## config.mk

```make
export PLATFORM = sky130hd
export DESIGN_NAME = dma_lane
export DESIGN_NICKNAME = d
export VERILOG_FILES = /design/src/rtl/dma_lane_pkg.sv /design/src/rtl/dma_lane_ptr.sv /design/src/rtl/dma_lane_status.sv /design/src/rtl/dma_lane_ctrl.sv /design/src/rtl/dma_lane.sv
export SDC_FILE = /design/constraint.sdc
export NUM_CORES = 1
export LEC_CHECK = 0
export ABC_AREA = 1
export BUFFER_PORTS_ARGS = -buffer_cell sky130_fd_sc_hd__buf_2
export CORE_MARGIN = 4
export CORE_UTILIZATION = 60
export CTS_CLUSTER_SIZE = 24
export DETAILED_ROUTE_END_ITERATION = 8
export PLACE_DENSITY_LB_ADDON = 0.12
export SLEW_MARGIN = 25
export SYNTH_ARGS = -nofsm -noshare
export SYNTH_HDL_FRONTEND = slang
export SYNTH_HIERARCHICAL = 1
export SYNTH_SLANG_ARGS = --single-unit
```

## constraint.sdc

```tcl
create_clock -name clk -period 8.25 [get_ports clk]
set_clock_uncertainty 0.15 [all_clocks]
set_input_delay 1.65 -clock clk [delete_from_list [all_inputs] [get_ports clk]]
set_output_delay 1.65 -clock clk [all_outputs]
set_load 0.01 [all_outputs]
```

## src/rtl/dma_lane_pkg.sv

```systemverilog
package dma_lane_pkg;

    typedef enum logic [1:0] {
        ST_IDLE  = 2'd0,
        ST_READ  = 2'd1,
        ST_WRITE = 2'd2
    } lane_state_t;

    localparam int FLAG_CELL = 0;
    localparam int FLAG_BLK  = 1;
    localparam int FLAG_ABT  = 2;
    localparam int NFLAG     = 3;

endpackage

```

## src/rtl/dma_lane_ptr.sv

```systemverilog
module dma_lane_ptr #(
    parameter int AW = 16,
    parameter int LW = 8
) (
    input  logic          clk,
    input  logic          rst_n,
    input  logic [AW-1:0] base,
    input  logic [LW:0]   len,
    input  logic          step,
    input  logic          rewind,
    output logic [AW-1:0] addr
);
    logic [LW-1:0] off_q;
    logic [LW:0]   nxt;

    assign nxt  = {1'b0, off_q} + {{LW{1'b0}}, 1'b1};
    assign addr = base + AW'(off_q);

    always_ff @(posedge clk or negedge rst_n) begin
        if (!rst_n)
            off_q <= '0;
        else if (rewind)
            off_q <= '0;
        else if (step)
            off_q <= (nxt >= len) ? '0 : nxt[LW-1:0];
    end


    off_in_len_chk: assert property (@(posedge clk) disable iff (!rst_n)
        (step && $stable(len)) |=> ({1'b0, off_q} < len));


    rewind_zero_chk: assert property (@(posedge clk) disable iff (!rst_n)
        rewind |=> (off_q == '0));

endmodule

```

## src/rtl/dma_lane_status.sv

```systemverilog
module dma_lane_status #(
    parameter int NF = 3
) (
    input  logic          clk,
    input  logic          rst_n,
    input  logic [NF-1:0] set,
    input  logic [NF-1:0] clr,
    input  logic [NF-1:0] ien,
    output logic [NF-1:0] flags,
    output logic          irq
);
    for (genvar i = 0; i < NF; i++) begin : g_flag
        always_ff @(posedge clk or negedge rst_n) begin
            if (!rst_n)
                flags[i] <= 1'b0;
            else if (set[i])
                flags[i] <= 1'b1;
            else if (clr[i])
                flags[i] <= 1'b0;
        end


        set_wins_chk: assert property (@(posedge clk) disable iff (!rst_n)
            set[i] |=> flags[i]);


        clr_takes_chk: assert property (@(posedge clk) disable iff (!rst_n)
            (clr[i] && !set[i]) |=> !flags[i]);
    end

    assign irq = |(flags & ien);

endmodule

```

## src/rtl/dma_lane_ctrl.sv

```systemverilog
module dma_lane_ctrl
    import dma_lane_pkg::*;
#(
    parameter int LW = 8,
    parameter int DW = 8
) (
    input  logic          clk,
    input  logic          rst_n,
    input  logic          en,
    input  logic          trig,
    input  logic          abort_evt,
    input  logic          pat_en,
    input  logic [DW-1:0] pat_val,
    input  logic [DW-1:0] byte_in,
    input  logic [LW:0]   blk_len,
    input  logic [LW:0]   cell_len,
    output logic          mem_rd,
    output logic          mem_wr,
    output logic          step,
    output logic          rewind,
    output logic          en_clr,
    output logic          ev_cell,
    output logic          ev_blk,
    output logic          ev_abt
);
    lane_state_t state_q, state_d;

    logic [LW:0] done_q;
    logic [LW:0] left_q;
    logic [LW:0] remain;
    logic [LW:0] take;
    logic        pend_q;
    logic        byte_end;
    logic        hit;
    logic        stop_abt;
    logic        idle_abt;
    logic        blk_end;
    logic        cell_end;
    logic        launch;

    localparam logic [LW:0] ONE = {{LW{1'b0}}, 1'b1};

    always_comb begin
        remain   = blk_len - done_q;
        take     = (cell_len < remain) ? cell_len : remain;
        byte_end = (state_q == ST_WRITE);
        hit      = pat_en && (byte_in == pat_val);
        stop_abt = byte_end && (pend_q || abort_evt || hit);
        idle_abt = (state_q == ST_IDLE) && en && abort_evt;
        launch   = (state_q == ST_IDLE) && en && trig && !abort_evt;
        blk_end  = byte_end && !stop_abt && ((done_q + ONE) >= blk_len);
        cell_end = byte_end && !stop_abt && (left_q == ONE);
    end

    // next-state logic
    always_comb begin
        state_d = state_q;
        unique case (state_q)
            ST_IDLE:  if (launch) state_d = ST_READ;
            ST_READ:  state_d = ST_WRITE;
            ST_WRITE: begin
                if (stop_abt || blk_end || cell_end)
                    state_d = ST_IDLE;
                else
                    state_d = ST_READ;
            end
            default:  state_d = ST_IDLE;
        endcase
    end

    // state register
    always_ff @(posedge clk or negedge rst_n) begin
        if (!rst_n)
            state_q <= ST_IDLE;
        else
            state_q <= state_d;
    end

    // datapath counters
    always_ff @(posedge clk or negedge rst_n) begin
        if (!rst_n) begin
            done_q <= '0;
            left_q <= '0;
            pend_q <= 1'b0;
        end else begin
            if (rewind)
                done_q <= '0;
            else if (step)
                done_q <= done_q + ONE;

            if (launch)
                left_q <= take;
            else if (step)
                left_q <= left_q - ONE;

            if (state_q == ST_IDLE)
                pend_q <= 1'b0;
            else if (abort_evt)
                pend_q <= 1'b1;
        end
    end

    // outputs
    always_comb begin
        mem_rd  = (state_q == ST_READ);
        mem_wr  = byte_end;
        step    = byte_end;
        ev_abt  = stop_abt || idle_abt;
        ev_blk  = blk_end;
        ev_cell = blk_end || cell_end;
        rewind  = ev_abt || ev_blk;
        en_clr  = ev_abt || ev_blk;
    end


    rd_then_wr_chk: assert property (@(posedge clk) disable iff (!rst_n)
        mem_rd |=> mem_wr);


    done_bound_chk: assert property (@(posedge clk) disable iff (!rst_n)
        $stable(blk_len) |-> (done_q <= blk_len));


    abort_stops_chk: assert property (@(posedge clk) disable iff (!rst_n)
        ((state_q == ST_WRITE) && abort_evt) |=> (state_q == ST_IDLE));


    idle_hold_chk: assert property (@(posedge clk) disable iff (!rst_n)
        ((state_q == ST_IDLE) && !en) |=> (state_q == ST_IDLE));

endmodule

```

## src/rtl/dma_lane.sv

```systemverilog
module dma_lane
    import dma_lane_pkg::*;
#(
    parameter int AW = 16,
    parameter int LW = 8,
    parameter int DW = 8
) (
    input  logic              clk,
    input  logic              rst_n,
    input  logic              en_set,
    input  logic              force_go,
    input  logic              start_evt,
    input  logic              abort_evt,
    input  logic [AW-1:0]     cfg_src_base,
    input  logic [AW-1:0]     cfg_dst_base,
    input  logic [LW-1:0]     cfg_src_len,
    input  logic [LW-1:0]     cfg_dst_len,
    input  logic [LW-1:0]     cfg_cell_len,
    input  logic              pat_en,
    input  logic [DW-1:0]     pat_val,
    input  logic [NFLAG-1:0]  flag_clr,
    input  logic [NFLAG-1:0]  irq_en,
    output logic              mem_rd,
    output logic              mem_wr,
    output logic [AW-1:0]     mem_addr,
    output logic [DW-1:0]     mem_wdata,
    input  logic [DW-1:0]     mem_rdata,
    output logic              chan_en,
    output logic [NFLAG-1:0]  stat_flags,
    output logic              lane_irq
);
    logic [LW:0]      src_len;
    logic [LW:0]      dst_len;
    logic [LW:0]      cell_len;
    logic [LW:0]      blk_len;
    logic [AW-1:0]    src_addr;
    logic [AW-1:0]    dst_addr;
    logic             step;
    logic             rewind;
    logic             en_clr;
    logic             ev_cell;
    logic             ev_blk;
    logic             ev_abt;
    logic [NFLAG-1:0] ev_set;

    // a zero code stands for the full 2**LW length
    assign src_len  = {(cfg_src_len  == '0), cfg_src_len};
    assign dst_len  = {(cfg_dst_len  == '0), cfg_dst_len};
    assign cell_len = {(cfg_cell_len == '0), cfg_cell_len};
    assign blk_len  = (src_len > dst_len) ? src_len : dst_len;

    always_ff @(posedge clk or negedge rst_n) begin
        if (!rst_n)
            chan_en <= 1'b0;
        else if (en_clr)
            chan_en <= 1'b0;
        else if (en_set)
            chan_en <= 1'b1;
    end

    dma_lane_ctrl #(.LW(LW), .DW(DW)) u_ctrl (
        .clk       (clk),
        .rst_n     (rst_n),
        .en        (chan_en),
        .trig      (force_go | start_evt),
        .abort_evt (abort_evt),
        .pat_en    (pat_en),
        .pat_val   (pat_val),
        .byte_in   (mem_rdata),
        .blk_len   (blk_len),
        .cell_len  (cell_len),
        .mem_rd    (mem_rd),
        .mem_wr    (mem_wr),
        .step      (step),
        .rewind    (rewind),
        .en_clr    (en_clr),
        .ev_cell   (ev_cell),
        .ev_blk    (ev_blk),
        .ev_abt    (ev_abt)
    );

    dma_lane_ptr #(.AW(AW), .LW(LW)) u_src (
        .clk    (clk),
        .rst_n  (rst_n),
        .base   (cfg_src_base),
        .len    (src_len),
        .step   (step),
        .rewind (rewind),
        .addr   (src_addr)
    );

    dma_lane_ptr #(.AW(AW), .LW(LW)) u_dst (
        .clk    (clk),
        .rst_n  (rst_n),
        .base   (cfg_dst_base),
        .len    (dst_len),
        .step   (step),
        .rewind (rewind),
        .addr   (dst_addr)
    );

    always_comb begin
        ev_set            = '0;
        ev_set[FLAG_CELL] = ev_cell;
        ev_set[FLAG_BLK]  = ev_blk;
        ev_set[FLAG_ABT]  = ev_abt;
    end

    dma_lane_status #(.NF(NFLAG)) u_stat (
        .clk   (clk),
        .rst_n (rst_n),
        .set   (ev_set),
        .clr   (flag_clr),
        .ien   (irq_en),
        .flags (stat_flags),
        .irq   (lane_irq)
    );

    assign mem_addr  = mem_wr ? dst_addr : src_addr;
    assign mem_wdata = mem_rdata;


    rd_needs_en_chk: assert property (@(posedge clk) disable iff (!rst_n)
        mem_rd |-> chan_en);


    self_clear_chk: assert property (@(posedge clk) disable iff (!rst_n)
        ev_blk |=> !chan_en);


    abort_no_blk_chk: assert property (@(posedge clk) disable iff (!rst_n)
        ev_abt |=> (stat_flags[FLAG_ABT] && !$rose(stat_flags[FLAG_BLK])));

endmodule

```

# Yosys cells after proc, flatten, opt, wreduce, memory -nomap -nowiden

Cells that the tools add are included.

Bits in registers: 41
Bits of input ports: 85
Output and inout port bits: 31
Logic and storage cells: 85

Add/subtract/negate cells: 7
Order comparisons: 5
Eq/ne operators: 5
Muxes and demuxes: 26
Bitwise logic cells: 2
Reduce and logical (&&, ||, !) cells: 30

Operators with widths:

| kind                  | count |
|---|---|
| $mux W9               | 6 |
| $mux W8               | 6 |
| $add A16 B8 Y16       | 2 |
| $ge A9 B9 Y1          | 3 |
| $logic_not A8 Y1      | 3 |
| $add A8 B1 Y9 const B | 2 |
| $mux W16              | 1 |
| $reduce_bool A2 Y1    | 7 |
| $mux W1               | 11 |
| $add A9 B1 Y9 const B | 1 |
| $eq A9 B1 Y1 const B  | 1 |
| $gt A9 B9 Y1          | 1 |
| $logic_and A1 B1 Y1   | 9 |
| $lt A9 B9 Y1          | 1 |
| $sub A9 B1 Y9 const B | 1 |
| $sub A9 B9 Y9         | 1 |
| $eq A8 B8 Y1          | 1 |
| $logic_or A1 B1 Y1    | 7 |
| $pmux W2 S3           | 1 |
| $and A3 B3 Y3         | 1 |
| $reduce_or A3 Y1      | 1 |
| $eq A2 B1 Y1 const B  | 1 |
| $eq A2 B2 Y1 const B  | 1 |
| $logic_not A1 Y1      | 2 |
| 4 further kinds       | 4 |

# Longest topological paths before layout

Word-level depth: 11
Depth in mapped cells: 31
Gate-level depth less buffers: 31

# By module

The synthesis kept the hierarchy.

Modules (own cells, without submodules):

| module          | instances | cells an instance | area each (µm²) |
|---|---|---|---|
| dma_lane_ptr    | 2         | 204               | 1,306.3 |
| dma_lane_ctrl   | 1         | 403               | 2,527.4 |
| dma_lane        | 1         | 114               | 769.5 |
| dma_lane_status | 1         | 13                | 136.4 |

# Worst setup path before layout

No wires, ideal clock.

Path type: input to register
Start point: input port cfg_dst_len[7]
End point: register u_ctrl.left_q[6]
Setup time: 0.123 ns
Arrival: 5.101 ns
Required time: 7.977 ns
Slack: 2.875 ns
Cell stages on the path: 29
Buffers on the path: 0
Cell sequence: nor2_1 > nand3_1 > nor2_1 > inv_1 > ha_1 > nand2_2 > nor2_4 > nand3_2 > nand3_4 > nand2_4 > nand2_1 > nand2_1 > inv_1 > ha_1 > inv_1 > fa_1 > nand2_1 > nand2_1 > nand3_1 > nand3_1 > and2_1 > ha_1 > a21o_1 > nor2_2 > nand3_4 > inv_2 > nand2_1 > nand3_1 > a21oi_1

Cells in the longest elaborated chain, start to end: 7

RTL lines:

| what                   | line                | source |
|---|---|---|
| start: declaration     | dma_lane.sv:17      | `input logic [LW-1:0] cfg_dst_len,` |
| $logic_not A8 Y1 *     | dma_lane.sv:48      | `assign dst_len = {(cfg_dst_len == '0), cfg_dst_len};` |
| via dst_len[8]         | dma_lane.sv:33      | `logic [LW:0] dst_len;` |
| $gt A9 B9 Y1 *         | dma_lane.sv:50      | `assign blk_len = (src_len > dst_len) ? src_len : dst_len;` |
| $mux W9 *              | dma_lane.sv:50      |  |
| via blk_len[0]         | dma_lane.sv:35      | `logic [LW:0] blk_len;` |
| $sub A9 B9 Y9 *        | dma_lane_ctrl.sv:44 | `remain = blk_len - done_q;` |
| $lt A9 B9 Y1           | dma_lane_ctrl.sv:45 | `take = (cell_len < remain) ? cell_len : remain;` |
| $mux W9 *              | dma_lane_ctrl.sv:45 |  |
| $mux W9 *              | dma_lane_ctrl.sv:91 | `if (launch)` |
| end signal: assignment | dma_lane_ctrl.sv:92 | `left_q <= take;` |
| end signal: assignment | dma_lane_ctrl.sv:94 | `left_q <= left_q - ONE;` |
| end: declaration       | dma_lane_ctrl.sv:29 | `logic [LW:0] left_q;` |

The timed path passes the listed nets; every way through them passes the cells marked *.
A chain may end at the register's enable or synchronous reset.

# Final worst setup path

Start point: input port cfg_dst_len[7]
End point: register u_ctrl.left_q[4]

Same word-level chain as after synthesis.

==> out/qor.txt <==
Worst-path clk slew -> 0.09 ns
commonest non-fill, non-tap cell in the layout -> nand2_1
dpl hpwl -> 12.1 mm
peak fanout along the critical path -> 10
Worst Setup SP -> cfg_dst_len[7]
Total Routing Usage GR -> 25.7%
final hold vios -> 0
max cap viols -> 0
Crit path largest cell delay -> 0.41 ns
first-pass GRT wire length -> 24.9 mm
reg-to-reg slack, setup -> 4.55 ns
fmax -> 0.176 GHz
Critical Path RT -> 8.31 ns
initial core utilization -> 61.9%
Synth warnings -> 6
Crit path top cell by count -> nand2_1
crit start category -> primary input
Reg area -> 1030 um^2
Clock Power Share -> 7.4%
initial antenna violation count -> 0
Reg2Reg Depth -> 18
Vias/cell -> 5.08
WL/cell -> 12.2 um
Post-Syn Area -> 6050 um^2
layout cells sized above 1 -> 17.8%
Rel. slew slack -> 63.7%
arrival time of the worst setup path -> 5.75 ns
post-route clock period utilization -> 69.0%
later-pin clock latency in the skew report -> 0.30 ns
WL final -> 14.4 mm
min-delay worst type -> flip-flop to flip-flop
I/O Pins -> 116
leakage -> 4.01 nW
Fillers -> 917
combinational fraction of design power -> 72.2%
Switching Power -> 0.000984 W
synthesized flop and latch total -> 41
worst-margin pin slew -> 0.545 ns
status -> finished clean
part of the Yosys area used for sequential elements -> 17.0%
Port Buf Inserts -> 115
distinct cell type count after synthesis -> 39
CP max stage cell -> fa_1
number of buffers on the longest clock path -> 2
row count -> 36
area of the multi-input gates -> 4250 um^2
most frequent cells in the layout -> nand2_1 (257), inv_1 (171), buf_2 (114), nor2_1 (88), ha_1 (73)
Worst setup EP type -> flip-flop
Power Internal -> 0.000863 W
Residual DRC -> 0
Die W -> 108 um
number of iterations in the first detailed-routing pass -> 5
H-tree depth -> 2
worst r2r src -> u_ctrl/done_q[0]$_DFFE_PN0P_
post-synthesis cell count -> 938
post-CTS setup buffers -> 0
final setup violation count -> 0
die area -> 11700 um^2
Area Growth Syn to Fin -> 12.1%
vias in the first global route -> 5765
total grt overflow -> 0
Synth Area per Inst -> 6.45 um^2
net count after synthesis -> 1099
Post-Layout Cell Count -> 1180
fin crit period -> 5.69 ns
CTS Buf Count -> 5
dpl cells -> 1172
CTS tree -> done
worst reg2reg endpoint -> u_dst/off_q[5]$_DFFE_PN0P_
hold-fix buffers at CTS -> 0
core box area -> 9770 um^2
PostCTS Resize Cnt -> 0
gp weighted congestion -> 0.922
Root Driver -> clkbuf_8
PwrDens -> 273 nW/um^2
Crit Path Class -> primary input to flip-flop
via count -> 5997
antenna viol nets, final -> 0
Clock Sink Count -> 41
antenna fix cells -> 0
largest net degree at the start of global routing -> 42
die height -> 108 um
Critical Path Sink -> u_ctrl/left_q[4]$_DFFE_PN0P_
Starting DRT DRC Count -> 312
Setup TNS -> 0 ns
Max Slew Vio Count -> 0
nets@finish -> 1207
Worst IR Drop VDD -> 0.219 mV
Net Sw Frac -> 53.3%
RSZ-0062 raised after global routing -> false
Sequential Power Share -> 20.5%
routing by layer:
layer / up-vias / track usage [%] / part of all wire, %
li1: 3174 / - / -
met2: 110 / 46.3 / 49
met1: 2691 / 32.5 / 45
met4: 0 / 6.67 / 2.2
met5: - / 0 / 0
met3: 22 / 3.16 / 4.1
logic make-up after synthesis:
logic type               count (synthesis)  share of synthesized area, %
AO/OA/AOI/OAI                           82                          7.68
XOR/XNOR                                42                          6.08
adder cells (fa/ha/maj)                 76                          16.1
buffers and inverters                  191                          12.7
flip-flops                              41                          17.0
multiplexers                            16                          2.98
AND/OR/NAND/NOR                        490                          37.5
how the worst min path moves through the flow:
stage                         startpoint                        end  slack, ns  depth (start not counted)
2_1_floorplan  u_ctrl/pend_q$_DFFE_PN0P_  u_ctrl/pend_q$_DFFE_PN0P_       0.31                          2
3_3_place_gp   u_ctrl/pend_q$_DFFE_PN0P_  u_ctrl/pend_q$_DFFE_PN0P_       0.33                          2
3_5_place_dp   u_ctrl/pend_q$_DFFE_PN0P_  u_ctrl/pend_q$_DFFE_PN0P_       0.33                          2
4_1_cts        u_ctrl/pend_q$_DFFE_PN0P_  u_ctrl/pend_q$_DFFE_PN0P_       0.35                          2
5_1_grt        u_ctrl/pend_q$_DFFE_PN0P_  u_ctrl/pend_q$_DFFE_PN0P_       0.39                          2
6_report       u_ctrl/pend_q$_DFFE_PN0P_  u_ctrl/pend_q$_DFFE_PN0P_       0.35                          2
power groups by stage:
stage	Combinational, W	Clock [W]	Sequential, W
floorplan	0.00102	0	0.000361
global placement	0.00130	0	0.000381
detailed placement	0.00133	0	0.000381
CTS	0.00133	0.000140	0.000377
global route	0.00154	0.000147	0.000392
finish	0.00133	0.000136	0.000378
through the flow:
stage	power [W]	hold WS, ns	instance area (um^2)	util [%]	worst slack [ns]
2_1_floorplan	0.00138	0.308	6050	-	2.88
3_3_place_gp	0.00168	0.328	6690	68.4	2.42
3_5_place_dp	0.00171	0.329	6690	68.4	2.24
4_1_cts	0.00185	0.351	6770	69.3	2.57
5_1_grt	0.00207	0.388	6780	69.3	2.03
6_report	0.00185	0.346	6780	69.3	2.56
worst max-delay path, delay by kind of cell:
family                   cells  cell delay, ns
AND/OR/NAND/NOR             19            2.30
buffers and inverters        4            0.33
adder cells (fa/ha/maj)      4            1.15
AO/OA/AOI/OAI                2            0.34
cells in the mapped netlist:
cell type	count	area (um^2)
nand2_1	257	965
inv_1	171	642
nor2_1	88	330
ha_1	73	913
nand3_1	67	335
dfrtp_1	41	1030
a21oi_1	31	155
xor2_1	31	272
o21ai_0	28	140
mux2_2	16	180
nand3b_1	13	97.6
nand4_1	13	81.3
buf_4	11	82.6
xnor2_1	11	96.3
nand3_2	10	100
nor3_1	10	50.1
nor2_2	7	43.8
o21ai_1	6	30.0
inv_2	5	18.8
nor2_4	5	56.3
a22oi_1	4	30.0
and2_1	4	25.0
a21o_1	3	22.5
a31oi_1	3	18.8
buf_2	3	15.0
fa_1	3	60.1
nand2_4	3	33.8
o21bai_2	3	33.8
nand2_2	2	12.5
nand3_4	2	35.0
nand4_4	2	42.5
nor3b_2	2	25.0
nor4_1	2	12.5
o21ai_2	2	17.5
or2_2	2	12.5
a21boi_0	1	7.51
a21oi_2	1	8.76
buf_6	1	11.3
or2_1	1	6.26
registers in the layout, summed over array words and instances, names as in the netlist:
name	flops
u_ctrl/done_q	9
u_ctrl/left_q	9
u_dst/off_q	8
u_src/off_q	8
u_stat/flags	3
u_ctrl/state_q	2
chan_en	1
u_ctrl/pend_q	1
area by class of cell:
cell class,count,share of cell area [%]
multi-input combinational,706,62.7
clock inverter,3,0.259
sequential,41,15.1
tap,133,2.46
inverter,176,9.75
timing repair buffer,116,8.64
clock buffer,5,1.02
No activity file was read; power rests on OpenSTA's default activity.
